### src/rtl/dct_pkg.sv
package dct_pkg;

  typedef enum logic [1:0] {
    MODE_BYPASS = 2'd0,
    MODE_TRACK  = 2'd1,
    MODE_HOLD   = 2'd2
  } dct_mode_e;

  function automatic dct_mode_e dct_pick_mode(input logic enable, input logic hold);
    if (hold)        return MODE_HOLD;
    else if (enable) return MODE_TRACK;
    else             return MODE_BYPASS;
  endfunction

endpackage

### src/rtl/dct_offset_est.sv
module dct_offset_est
  import dct_pkg::*;
#(
  parameter int DW = 24,
  parameter int AW = 40,
  parameter int K  = 10
) (
  input  logic                 clk,
  input  logic                 rst,
  input  dct_mode_e            mode,
  input  logic                 sample_valid,
  input  logic signed [DW-1:0] sample,
  output logic signed [DW-1:0] offset
);

  localparam int FW = AW - DW;

  logic signed [AW-1:0] acc_q;
  logic signed [AW-1:0] acc_d;
  logic signed [AW:0]   smp_w;
  logic signed [AW:0]   acc_w;
  logic signed [AW:0]   gap;
  logic signed [AW:0]   step;
  logic signed [AW:0]   nxt;

  always_comb begin
    smp_w = {sample[DW-1], sample, {FW{1'b0}}};
    acc_w = {acc_q[AW-1], acc_q};
    gap   = smp_w - acc_w;
    step  = gap >>> K;
    nxt   = acc_w + step;
    acc_d = nxt[AW-1:0];
  end

  always_ff @(posedge clk) begin
    if (rst) begin
      acc_q <= '0;
    end else begin
      case (mode)
        MODE_BYPASS: acc_q <= '0;
        MODE_TRACK:  if (sample_valid) acc_q <= acc_d;
        default:     acc_q <= acc_q;
      endcase
    end
  end

  assign offset = acc_q[AW-1:FW];


  hold_stable_chk: assert property (@(posedge clk) disable iff (rst)
    (mode == MODE_HOLD) |=> $stable(acc_q));


  bypass_clear_chk: assert property (@(posedge clk) disable iff (rst)
    (mode == MODE_BYPASS) |=> (acc_q == '0));


  idle_stable_chk: assert property (@(posedge clk) disable iff (rst)
    (mode == MODE_TRACK && !sample_valid) |=> $stable(acc_q));

endmodule

### src/rtl/dct_sub_sat.sv
module dct_sub_sat #(
  parameter int DW = 24
) (
  input  logic                 clk,
  input  logic                 rst,
  input  logic                 sample_valid,
  input  logic                 pass,
  input  logic signed [DW-1:0] sample,
  input  logic signed [DW-1:0] offset,
  output logic signed [DW-1:0] result
);

  localparam logic signed [DW:0] HI = {2'b00, {(DW-1){1'b1}}};
  localparam logic signed [DW:0] LO = {2'b11, {(DW-1){1'b0}}};

  logic signed [DW:0]   diff;
  logic signed [DW-1:0] clamped;

  always_comb begin
    diff = {sample[DW-1], sample} - {offset[DW-1], offset};
    if (diff > HI)      clamped = HI[DW-1:0];
    else if (diff < LO) clamped = LO[DW-1:0];
    else                clamped = diff[DW-1:0];
  end

  always_ff @(posedge clk) begin
    if (rst)               result <= '0;
    else if (sample_valid) result <= pass ? sample : clamped;
  end


  no_wrap_up_chk: assert property (@(posedge clk) disable iff (rst)
    (sample_valid && !pass && !sample[DW-1] && (offset[DW-1] || offset == '0))
      |=> (!result[DW-1] && result >= $past(sample)));


  no_wrap_dn_chk: assert property (@(posedge clk) disable iff (rst)
    (sample_valid && !pass && sample[DW-1] && !offset[DW-1])
      |=> (result[DW-1] && result <= $past(sample)));

endmodule

### src/rtl/dc_trim_stereo.sv
module dc_trim_stereo
  import dct_pkg::*;
#(
  parameter int DW = 24,
  parameter int AW = 40,
  parameter int K  = 10
) (
  input  logic                 clk,
  input  logic                 rst,
  input  logic                 i_valid,
  input  logic signed [DW-1:0] i_left,
  input  logic signed [DW-1:0] i_right,
  input  logic                 i_enable,
  input  logic                 i_hold,
  output logic                 o_valid,
  output logic signed [DW-1:0] o_left,
  output logic signed [DW-1:0] o_right
);

  localparam int NCH = 2;

  dct_mode_e            mode;
  logic signed [DW-1:0] ch_in  [NCH];
  logic signed [DW-1:0] ch_off [NCH];
  logic signed [DW-1:0] ch_out [NCH];

  assign mode      = dct_pick_mode(i_enable, i_hold);
  assign ch_in[0]  = i_left;
  assign ch_in[1]  = i_right;
  assign o_left    = ch_out[0];
  assign o_right   = ch_out[1];

  for (genvar c = 0; c < NCH; c++) begin : g_ch
    dct_offset_est #(.DW(DW), .AW(AW), .K(K)) u_est (
      .clk          (clk),
      .rst          (rst),
      .mode         (mode),
      .sample_valid (i_valid),
      .sample       (ch_in[c]),
      .offset       (ch_off[c])
    );

    dct_sub_sat #(.DW(DW)) u_sub (
      .clk          (clk),
      .rst          (rst),
      .sample_valid (i_valid),
      .pass         (mode == MODE_BYPASS),
      .sample       (ch_in[c]),
      .offset       (ch_off[c]),
      .result       (ch_out[c])
    );
  end

  always_ff @(posedge clk) begin
    if (rst) o_valid <= 1'b0;
    else     o_valid <= i_valid;
  end


  valid_lat_chk: assert property (@(posedge clk) disable iff (rst)
    i_valid |=> o_valid);


  idle_hold_chk: assert property (@(posedge clk) disable iff (rst)
    !i_valid |=> (!o_valid && $stable(o_left) && $stable(o_right)));


  bypass_pass_chk: assert property (@(posedge clk) disable iff (rst)
    (i_valid && !i_enable && !i_hold) |=> (o_left == $past(i_left) && o_right == $past(i_right)));

endmodule

### config.mk
export PLATFORM = sky130hd
export DESIGN_NAME = dc_trim_stereo
export DESIGN_NICKNAME = d
export VERILOG_FILES = /design/src/rtl/dct_pkg.sv /design/src/rtl/dct_offset_est.sv /design/src/rtl/dct_sub_sat.sv /design/src/rtl/dc_trim_stereo.sv
export SDC_FILE = /design/constraint.sdc
export NUM_CORES = 1
export LEC_CHECK = 0
export BUFFER_PORTS_ARGS = -buffer_cell sky130_fd_sc_hd__buf_2
export CAP_MARGIN = 5
export CELL_PAD_IN_SITES_DETAIL_PLACEMENT = 1
export CELL_PAD_IN_SITES_GLOBAL_PLACEMENT = 2
export CORE_MARGIN = 1.5
export CORE_UTILIZATION = 33
export CTS_CLUSTER_SIZE = 20
export DETAILED_ROUTE_END_ITERATION = 16
export PLACE_DENSITY = 0.89
export SYNTH_ARGS = -nofsm -noshare
export SYNTH_HDL_FRONTEND = slang
export SYNTH_SLANG_ARGS = --single-unit
### constraint.sdc
create_clock -name clk -period 4.34 [get_ports clk]
set_input_delay 0.434 -clock clk [delete_from_list [all_inputs] [get_ports clk]]
set_output_delay 0.434 -clock clk [all_outputs]
set_load 0.03 [all_outputs]
[Yosys cells after proc, flatten, opt, wreduce, memory -nomap -nowiden]
Cells that the tools add are included.
Cells by class
  $add $sub $neg: 6
  $lt $le $gt $ge: 4
  equal/unequal tests: 2
  mux-type cells: 12
  reductions and logical operators: 3
Operators with widths (count)
  $pmux 40 s2: 2
  $mux 24: 6
  $sub 40x40->41: 2
  $add 40x31->40: 2
  $mux 40: 2
  $gt 25x24->1 const B: 2
  $lt 25x24->1 const B: 2
  $sub 24x24->25: 2
  $eq 2x1->1 const B: 1
  $logic_not 2->1: 1
  $mux 2: 1
  $ne 2x2->1 const B: 1
  $reduce_and 2->1: 1
  $reduce_bool 2->1: 1
  $mux 1: 1
Word-level totals
  register bits after elaboration: 129
  input port bits: 53

[Longest topological paths before layout]
Gate-level depths: netlist (run 1).
  depth after elaboration: 5
  depth in mapped cells: 25
  gate-level depth less buffers: 25

[Hierarchy]
From an unflattened synthesis (run 1), not the netlist that was laid out.
Second synthesis, totals
  cells, all modules: 1899
  area total of the unflattened synthesis: 14497.7 sq um
Modules (own cells, without submodules)
  dct_offset_est: times used 2, cells each 618, area an instance 4714.5 sq um, seq. area each 800.8 sq um
  dct_sub_sat (g_ch[1].u_sub): times used 1, cells each 348, area an instance 2666.3 sq um, seq. area each 480.5 sq um
  dct_sub_sat (g_ch[0].u_sub): times used 1, cells each 311, area an instance 2358.5 sq um, seq. area each 480.5 sq um
  dc_trim_stereo: times used 1, cells each 4, area an instance 43.8 sq um, seq. area each 20.0 sq um

[Least setup slack after synthesis (run 1)]
No wires, ideal clock.
  path kind: register to register
  start: reg g_ch[0].u_est.acc_q[6]
  end: reg g_ch[0].u_est.acc_q[34]
  arrival: 4.538 ns
  required time: 4.212 ns
  slack: -0.326 ns
  stages on the path, launching flop included: 25
  buffers on the path: 1
  period minus slack after synthesis: 4.666 ns
  cells stage by stage: dfxtp_1 > nor4_1 > nand4b_1 > nor4_2 > a21oi_1 > o21ba_2 > o21ai_2 > a21oi_1 > o21ai_1 > a21oi_1 > o21ai_0 > xor2_1 > ha_1 > clkbuf_1 > a21oi_1 > o21ai_0 > a21o_1 > a21o_1 > a21oi_1 > o2bb2ai_1 > a31oi_1 > a211o_1 > a21oi_1 > xor2_1 > o21ai_0
Between the ends
  cells in the longest elaborated chain, start to end: 4
RTL lines
  start, declared: RTL line dct_offset_est.sv:18  | logic signed [AW-1:0] acc_q;
  start signal, assigned: RTL line dct_offset_est.sv:42  | default: acc_q <= acc_q;
  $sub 40x40->41: RTL line dct_offset_est.sv:29  | gap = smp_w - acc_w;
  $add 40x31->40 *: RTL line dct_offset_est.sv:31  | nxt = acc_w + step;
  $mux 40 *: RTL line dct_offset_est.sv:41  | MODE_TRACK: if (sample_valid) acc_q <= acc_d;
  $pmux 40 s2 *: RTL line dct_offset_est.sv:39  | case (mode)
Mark *: on every way between the ends. The rest lies on a longest branch, timed or not. The select of a mux whose other input is x is not followed.
A chain may end at the register's enable or synchronous reset.

[Final worst setup path (run 1)]
  start: reg g_ch[0].u_est.acc_q[9]
  end: reg g_ch[0].u_est.acc_q[25]
Same word-level chain as after synthesis.

==> results of run 1 <==
==> synth_stat cells, drive strengths merged (4+ instances only) <==
| library cell | n | area share (%) |
|---|---|---|
| nor3 | 17 | 0.68 |
| a2111oi | 13 | 1.4 |
| a21o | 89 | 5.3 |
| a211oi | 10 | 0.64 |
| nor2 | 142 | 4.3 |
| nor4 | 10 | 0.55 |
| o211ai | 8 | 0.48 |
| xor2 | 74 | 5.2 |
| nand4 | 30 | 1.5 |
| nand2 | 131 | 3.9 |
| mux2i | 4 | 0.32 |
| xnor2 | 91 | 6.4 |
| a31oi | 12 | 0.60 |
| inv | 95 | 2.8 |
| o21bai | 29 | 1.8 |
| and4 | 4 | 0.28 |
| a22oi | 38 | 2.3 |
| ha | 130 | 13 |
| dfxtp | 129 | 21 |
| clkbuf | 68 | 2.0 |
| or2 | 9 | 0.45 |
| nand3 | 10 | 0.40 |
| fa | 4 | 0.64 |
| o31ai | 7 | 0.50 |
| nor2b | 27 | 1.3 |
| o21ai | 186 | 7.5 |
| and3 | 14 | 0.70 |
| a21oi | 200 | 8.2 |
| o21a | 6 | 0.36 |
| nand2b | 27 | 1.3 |
| buf | 20 | 0.81 |
| o311ai | 4 | 0.28 |
==> kinds of logic after synthesis <==
| logic type | share of synthesized area (%) |
|---|---|
| buf+inv | 5.69 |
| xor+xnor | 11.5 |
| flops | 20.6 |
| compound gates | 31.9 |
| simple gates | 16.4 |
| mux | 0.319 |
| fa+ha+maj | 13.6 |
==> power breakdown <==
group	leakage (nW)	internal [mW]	switching, mW	total, mW
Sequential	1.06	1.29	0.0865	1.38
Clock	0.301	0.967	0.687	1.65
Combinational	7.36	1.80	2.22	4.02
==> sequential cells by signal, summed over array words and instances (netlist names) <==
signal and count:
g_ch.u_sub.result 48, o_valid 1, g_ch.u_est.acc_q 80
==> worst paths after layout <==
check,cells past startpoint,start,slack (ns),endpoint
max,28,g_ch[0].u_est.acc_q[9],-0.72,g_ch[0].u_est.acc_q[25]
min,3,i_right[7],0.27,g_ch[1].u_sub.result[7]
max reg2reg,28,g_ch[0].u_est.acc_q[9],-0.72,g_ch[0].u_est.acc_q[25]
min reg2reg,2,g_ch[1].u_sub.result[9],0.44,g_ch[1].u_sub.result[9]
==> critical path, delay by kind of cell, from the launching register on <==
family | cells | cell delay [ns]
AO/OA/AOI/OAI | 9 | 1.50
XOR/XNOR | 2 | 0.39
adder cells (fa/ha/maj) | 1 | 0.32
buffers and inverters | 9 | 1.18
flip-flops | 1 | 0.35
AND/OR/NAND/NOR | 7 | 1.20
==> repair_timing <==
action	4_1_cts	5_1_grt
gates resized for setup	142	135
setup buffers	63	43
pin swaps	124	89
setup endpoints to repair	42	53
==> area by class of cell <==
cell class,count,area share (%)
Sequential cell,129,13.8
Clock buffer,17,2.27
Tap cell,511,3.40
Clock inverter,15,1.09
Multi-Input combinational cell,1375,55.7
Inverter,95,1.90
Timing Repair Buffer,563,21.9
==> stage by stage <==
step,TNS (ns),cell area [um^2],util [%],hold slack [ns],worst slack [ns]
after floorplan,-0.121,12600,-,0.445,-0.0605
after global placement,-5.05,16200,43.1,0.429,-0.407
after detailed placement,-11.97,16200,43.1,0.437,-0.634
after CTS,-6.83,17900,47.6,0.270,-0.449
after global routing,-26.27,18800,50.0,0.305,-0.893
final,-17.55,18800,50.0,0.275,-0.723
==> per-layer routing <==
metal	global-route usage, %	up-vias	part of all wire [%]
met5	0	-	0
li1	-	7005	-
met1	33.8	7710	41
met3	3.87	224	4.8
met2	50.1	573	49
met4	12.5	0	5.4
==> impl_metrics.toml, run 1 <==
[critical_path]
required_ns = 4.68
slowest_delay_ns = 0.35
crit_top_cell = "buf_4"
crit_path_max_fanout = 4
end_kind = "flop"
start_kind = "flop"
worst_path_max_delay_cell = "dfxtp_1"
arrival_ns = 5.40
crit_type = "reg -> reg"

[power_and_ir_drop]
fin_total_pwr_mw = 7.05
p_leak_nw = 8.72
ir_worst_vdd_uv = 319
power.density_nw_per_um2 = 375

[synth]
syn_area_per_cell_um2 = 7.43
async_flop_share_pct = 0
synth.distinct_cells = 74
synth_cells = 1687
yosys_warnings = 0
synth-seq-cells = 129
synth_seq_area_share_pct = 20.6
syn-num-nets = 1874
netlist_area_um2 = 12500
synth_edf_count = 0
synthFlopType = "dfxtp_1"

[cells_and_area]
seqCellArea_um2 = 2590
antennaDiodeCount = 0
layout.nets = 2368
final_common_cell = "buf_4"
layout.cells.non_filler = 2705
syn_to_final_growth_pct = 49.8
layout_common_cells = "buf_4, a21oi_1, nor2_1"
fillCellCount = 4586
multi_input_area_um2 = 10500
layout-drive-gt1-share_pct = 37.0

[clock_tree]
insertion_delay_ns = 0.47
clkTransAtPathRegs_ns = 0.08
tritoncts = "built"
clock_path_buffers = 2
hold_buffers = 0
numCtsBuffers = 17
htree_num_levels = 4
clock-sinks = 129
cts_root_buf = "clkbuf_16"

[floorplan]
num_io_pins = 102
coreArea_um2 = 37600
num_rows = 71
initial_core_util_pct = 33.4
fp.dieH_um = 198
die_area_um2 = 39200
die_width_um = 198

[route]
postRouteAntennaNets = 0
routed_wl_um = 61900
vias = 15500
dr.pass1.iters = 6
viasPerCell = 5.73
post_drt_wl_per_cell_um = 22.9
dr.first_iter.drc_count = 1039
drc = 0

[grt]
grt_pass1_vias = 15900
grt_use_total_pct = 28.2
grt_overflow = 0
grt_pass1_wl_um = 86600
antenna_found_initial = 0
grt_max_degree = 39

[sta]
layout_min_cycle_time_ns = 5.06
setup_slack_ns = -0.723
grt_setup_unrepaired = "yes"
maxSlewViolCount = 0
fin_crit_sh_pct = 117
hold_viol_final = 0
relSlewSlack_pct = 22.7
tightest_slew_ns = 1.16
setup_viol = 44
fmax_ghz = 0.198
fin_worst_skew_ns = 0.0160

[outcome]
status = "finished with violations"
failed_checks = "negative setup slack"

[worst_hold_path]
hold_path_class = "in -> reg"

[placed_design]
placedCellCount = 2579
gp_congestion = 0.928
dp_hpwl_um = 40200
io_buffer_count = 101

[flow_run]
drv_cap = 0
(Power assumes the default switching activity.)
==> run 2: changes to the inputs <==
--- a/config.mk
+++ b/config.mk
@@ -10,10 +10,10 @@
 export CELL_PAD_IN_SITES_DETAIL_PLACEMENT = 1
 export CELL_PAD_IN_SITES_GLOBAL_PLACEMENT = 2
 export CORE_MARGIN = 1.5
-export CORE_UTILIZATION = 33
+export CORE_UTILIZATION = 35
 export CTS_CLUSTER_SIZE = 20
 export DETAILED_ROUTE_END_ITERATION = 16
-export PLACE_DENSITY = 0.89
+export PLACE_DENSITY = 0.9
 export SYNTH_ARGS = -nofsm -noshare
 export SYNTH_HDL_FRONTEND = slang
 export SYNTH_SLANG_ARGS = --single-unit
==> constraint.sdc (replaced) <==
create_clock -name clk -period 6.1 [get_ports clk]
set_input_delay 0.61 -clock clk [delete_from_list [all_inputs] [get_ports clk]]
set_output_delay 0.61 -clock clk [all_outputs]
set_load 0.03 [all_outputs]
==> run 2 against run 1 <==
The flow now finishes without violations; core utilization fell by 11 points; die area fell by 5.6%; combinational power fell by 55%; cell area fell by 26%; sequential power fell by 29%; worst hold slack improved by 0.17 ns; sequential share of layout area rose by 4.7 points; register-to-register slack improved by 1.3 ns; critical endpoint is now g_ch[0].u_est.acc_q[38]; largest cell class unchanged.
==> impl_metrics.toml, run 2 (same netlist as run 1, synthesis figures left out) <==
[floorplan]
die_area_um2 = 37000
num_io_pins = 102
num_rows = 69
initial_core_util_pct = 35.4
fp.dieH_um = 192
coreArea_um2 = 35400
die_width_um = 192

[power_and_ir_drop]
p_int_mw = 2.21
ir_worst_vdd_uv = 225
clkPwrFrac_pct = 27.4
pwr-share-seq_pct = 25.5
power_switching_mw = 1.63
power.density_nw_per_um2 = 275
p_leak_nw = 6.13
p_comb_share_pct = 47.1
switching_share_pct = 42.4

[route]
routed_wl_um = 43500
vias = 12500
dr.first_iter.drc_count = 722
drc = 0
postRouteAntennaNets = 0
post_drt_wl_per_cell_um = 19.8
dr.pass1.iters = 5
viasPerCell = 5.69

[sta]
fmax_ghz = 0.180
tightest_slew_ns = 1.16
hold_viol_final = 0
fin_crit_sh_pct = 91.0
timing.hold.ws_ns = 0.445
layout_min_cycle_time_ns = 5.55
relSlewSlack_pct = 22.4
fin_worst_skew_ns = 0.0109
maxSlewViolCount = 0
setup_tns_ns = 0
grt_setup_unrepaired = "no"
setup_viol = 0

[critical_path]
arrival_ns = 5.86
crit_buf_inv = 0
crit_path_max_fanout = 8
crit_chain = "nor4_1, nand4b_1, nor4_2, a21oi_1, o21ba_2, o21ai_2, a21oi_1, o21ai_1, a21oi_1, o21ai_0, xor2_1, ha_1, a21oi_1, o21ai_0, a21o_1, a21o_1, a21oi_1, o2bb2ai_1, a31oi_1, nand2_1, o21ai_0, xnor2_1, o21ai_0"
start_kind = "flop"
worst_path_max_delay_cell = "ha_1"
crit_type = "reg -> reg"
crit_top_cell = "a21oi_1"
required_ns = 6.41
slowest_delay_ns = 0.44
path_delay_family = "compound AO/OA/AOI/OAI gates"
end_kind = "flop"

[clock_tree]
hold_buffers = 0
cts_root_buf = "clkbuf_16"
tritoncts = "built"
clkTransAtPathRegs_ns = 0.06
clock_path_buffers = 2
numCtsBuffers = 17
insertion_delay_ns = 0.45
htree_num_levels = 4
clock-sinks = 129

[cells_and_area]
reg.largest.list = "g_ch.u_est.acc_q x80, g_ch.u_sub.result x48, o_valid x1"
antennaDiodeCount = 0
top_register = "g_ch.u_est.acc_q"
largest_register_ffs = 80
layout.nets = 1917
layout_common_cells = "a21oi_1, o21ai_0, nor2_1"
seqCellArea_um2 = 2580
fillCellCount = 4442
multi_input_area_um2 = 9270
syn_to_final_growth_pct = 11.3
layout-drive-gt1-share_pct = 10.8
final_common_cell = "a21oi_1"

[outcome]
status = "completed"

[flow_run]
drv_cap = 0

[placed_design]
gp_congestion = 0.935
io_buffer_count = 101
dp_hpwl_um = 33700

[worst_hold_path]
hold_path_class = "reg -> reg"

[grt]
grt_max_degree = 65
grt_pass1_wl_um = 69500
antenna_found_initial = 0
grt_use_total_pct = 23.9
grt_pass1_vias = 12700
grt_overflow = 0
[run 2: cell types whose count changed in the layout (fill, tap and decap cells not counted), moves of 21 or more]
| cell | change |
|---|---|
| buf_4 | -420 |
| a21oi_1 | +44 |
| o21ai_0 | +35 |
| a21oi_2 | -32 |
| buf_6 | -29 |
| o21ai_2 | -21 |
[run 2: layout make-up]
type / count / area share [%]
Timing Repair Buffer: 112 / 4.22
Tap cell: 461 / 4.13
Inverter: 95 / 2.56
Clock inverter: 13 / 0.996
Sequential cell: 129 / 18.5
Clock buffer: 18 / 3.15
Multi-Input combinational cell: 1375 / 66.4
[run 2: timing repair]
item / in CTS / in global routing
setup endpoints to repair: 0 / 1
buffers inserted: 0 / 1
gates resized for setup: 0 / 0
endpoints found under the hold margin: 0 / 0
[run 2: per-layer routing]
layer  GRT usage [%]  part of all wire, %  vias to the layer above
met3            3.09                  3.4                       70
met1            31.1                   47                     6127
met2            40.2                   47                      234
li1                -                    -                     6111
met5               0                    0                        -
met4            8.65                  2.8                        0
[run 2: final timing paths]
check	startpoint	end	slack, ns	cells past startpoint
worst max-delay path	g_ch[0].u_est.acc_q[6]	g_ch[0].u_est.acc_q[38]	0.55	23
worst min-delay path	g_ch[1].u_sub.result[7]	g_ch[1].u_sub.result[7]	0.44	2
worst max register to register	g_ch[0].u_est.acc_q[6]	g_ch[0].u_est.acc_q[38]	0.55	23
worst min register to register	g_ch[1].u_sub.result[7]	g_ch[1].u_sub.result[7]	0.44	2
[run 2: power by group through the flow]
stage / Sequential, mW / Combinational (mW) / Clock [mW]
after floorplan: 1.06 / 1.26 / 0
after detailed placement: 0.995 / 1.79 / 0
after CTS: 0.977 / 1.80 / 1.07
after global routing: 0.986 / 1.99 / 1.11
after global placement: 0.991 / 1.75 / 0
final: 0.977 / 1.80 / 1.05
[run 2: worst min-delay path, delay by kind of cell, from the launching register on]
family          cells  cell delay (ns)
simple gates        1             0.05
flops               1             0.30
compound gates      1             0.05
[run 2: through the flow]
stage          power [mW]  worst slack [ns]  cells  cell area, um^2  util [%]
3_5_place_dp         2.78             0.484   2171            13400      37.8
3_3_place_gp         2.74             0.630   2171            13400      37.8
4_1_cts              3.85             0.427   2202            13900      39.4
5_1_grt              4.09            0.0222   2203            14000      39.4
6_report             3.83             0.550   2203            14000      39.4
2_1_floorplan        2.32              1.43   1687            12500         -
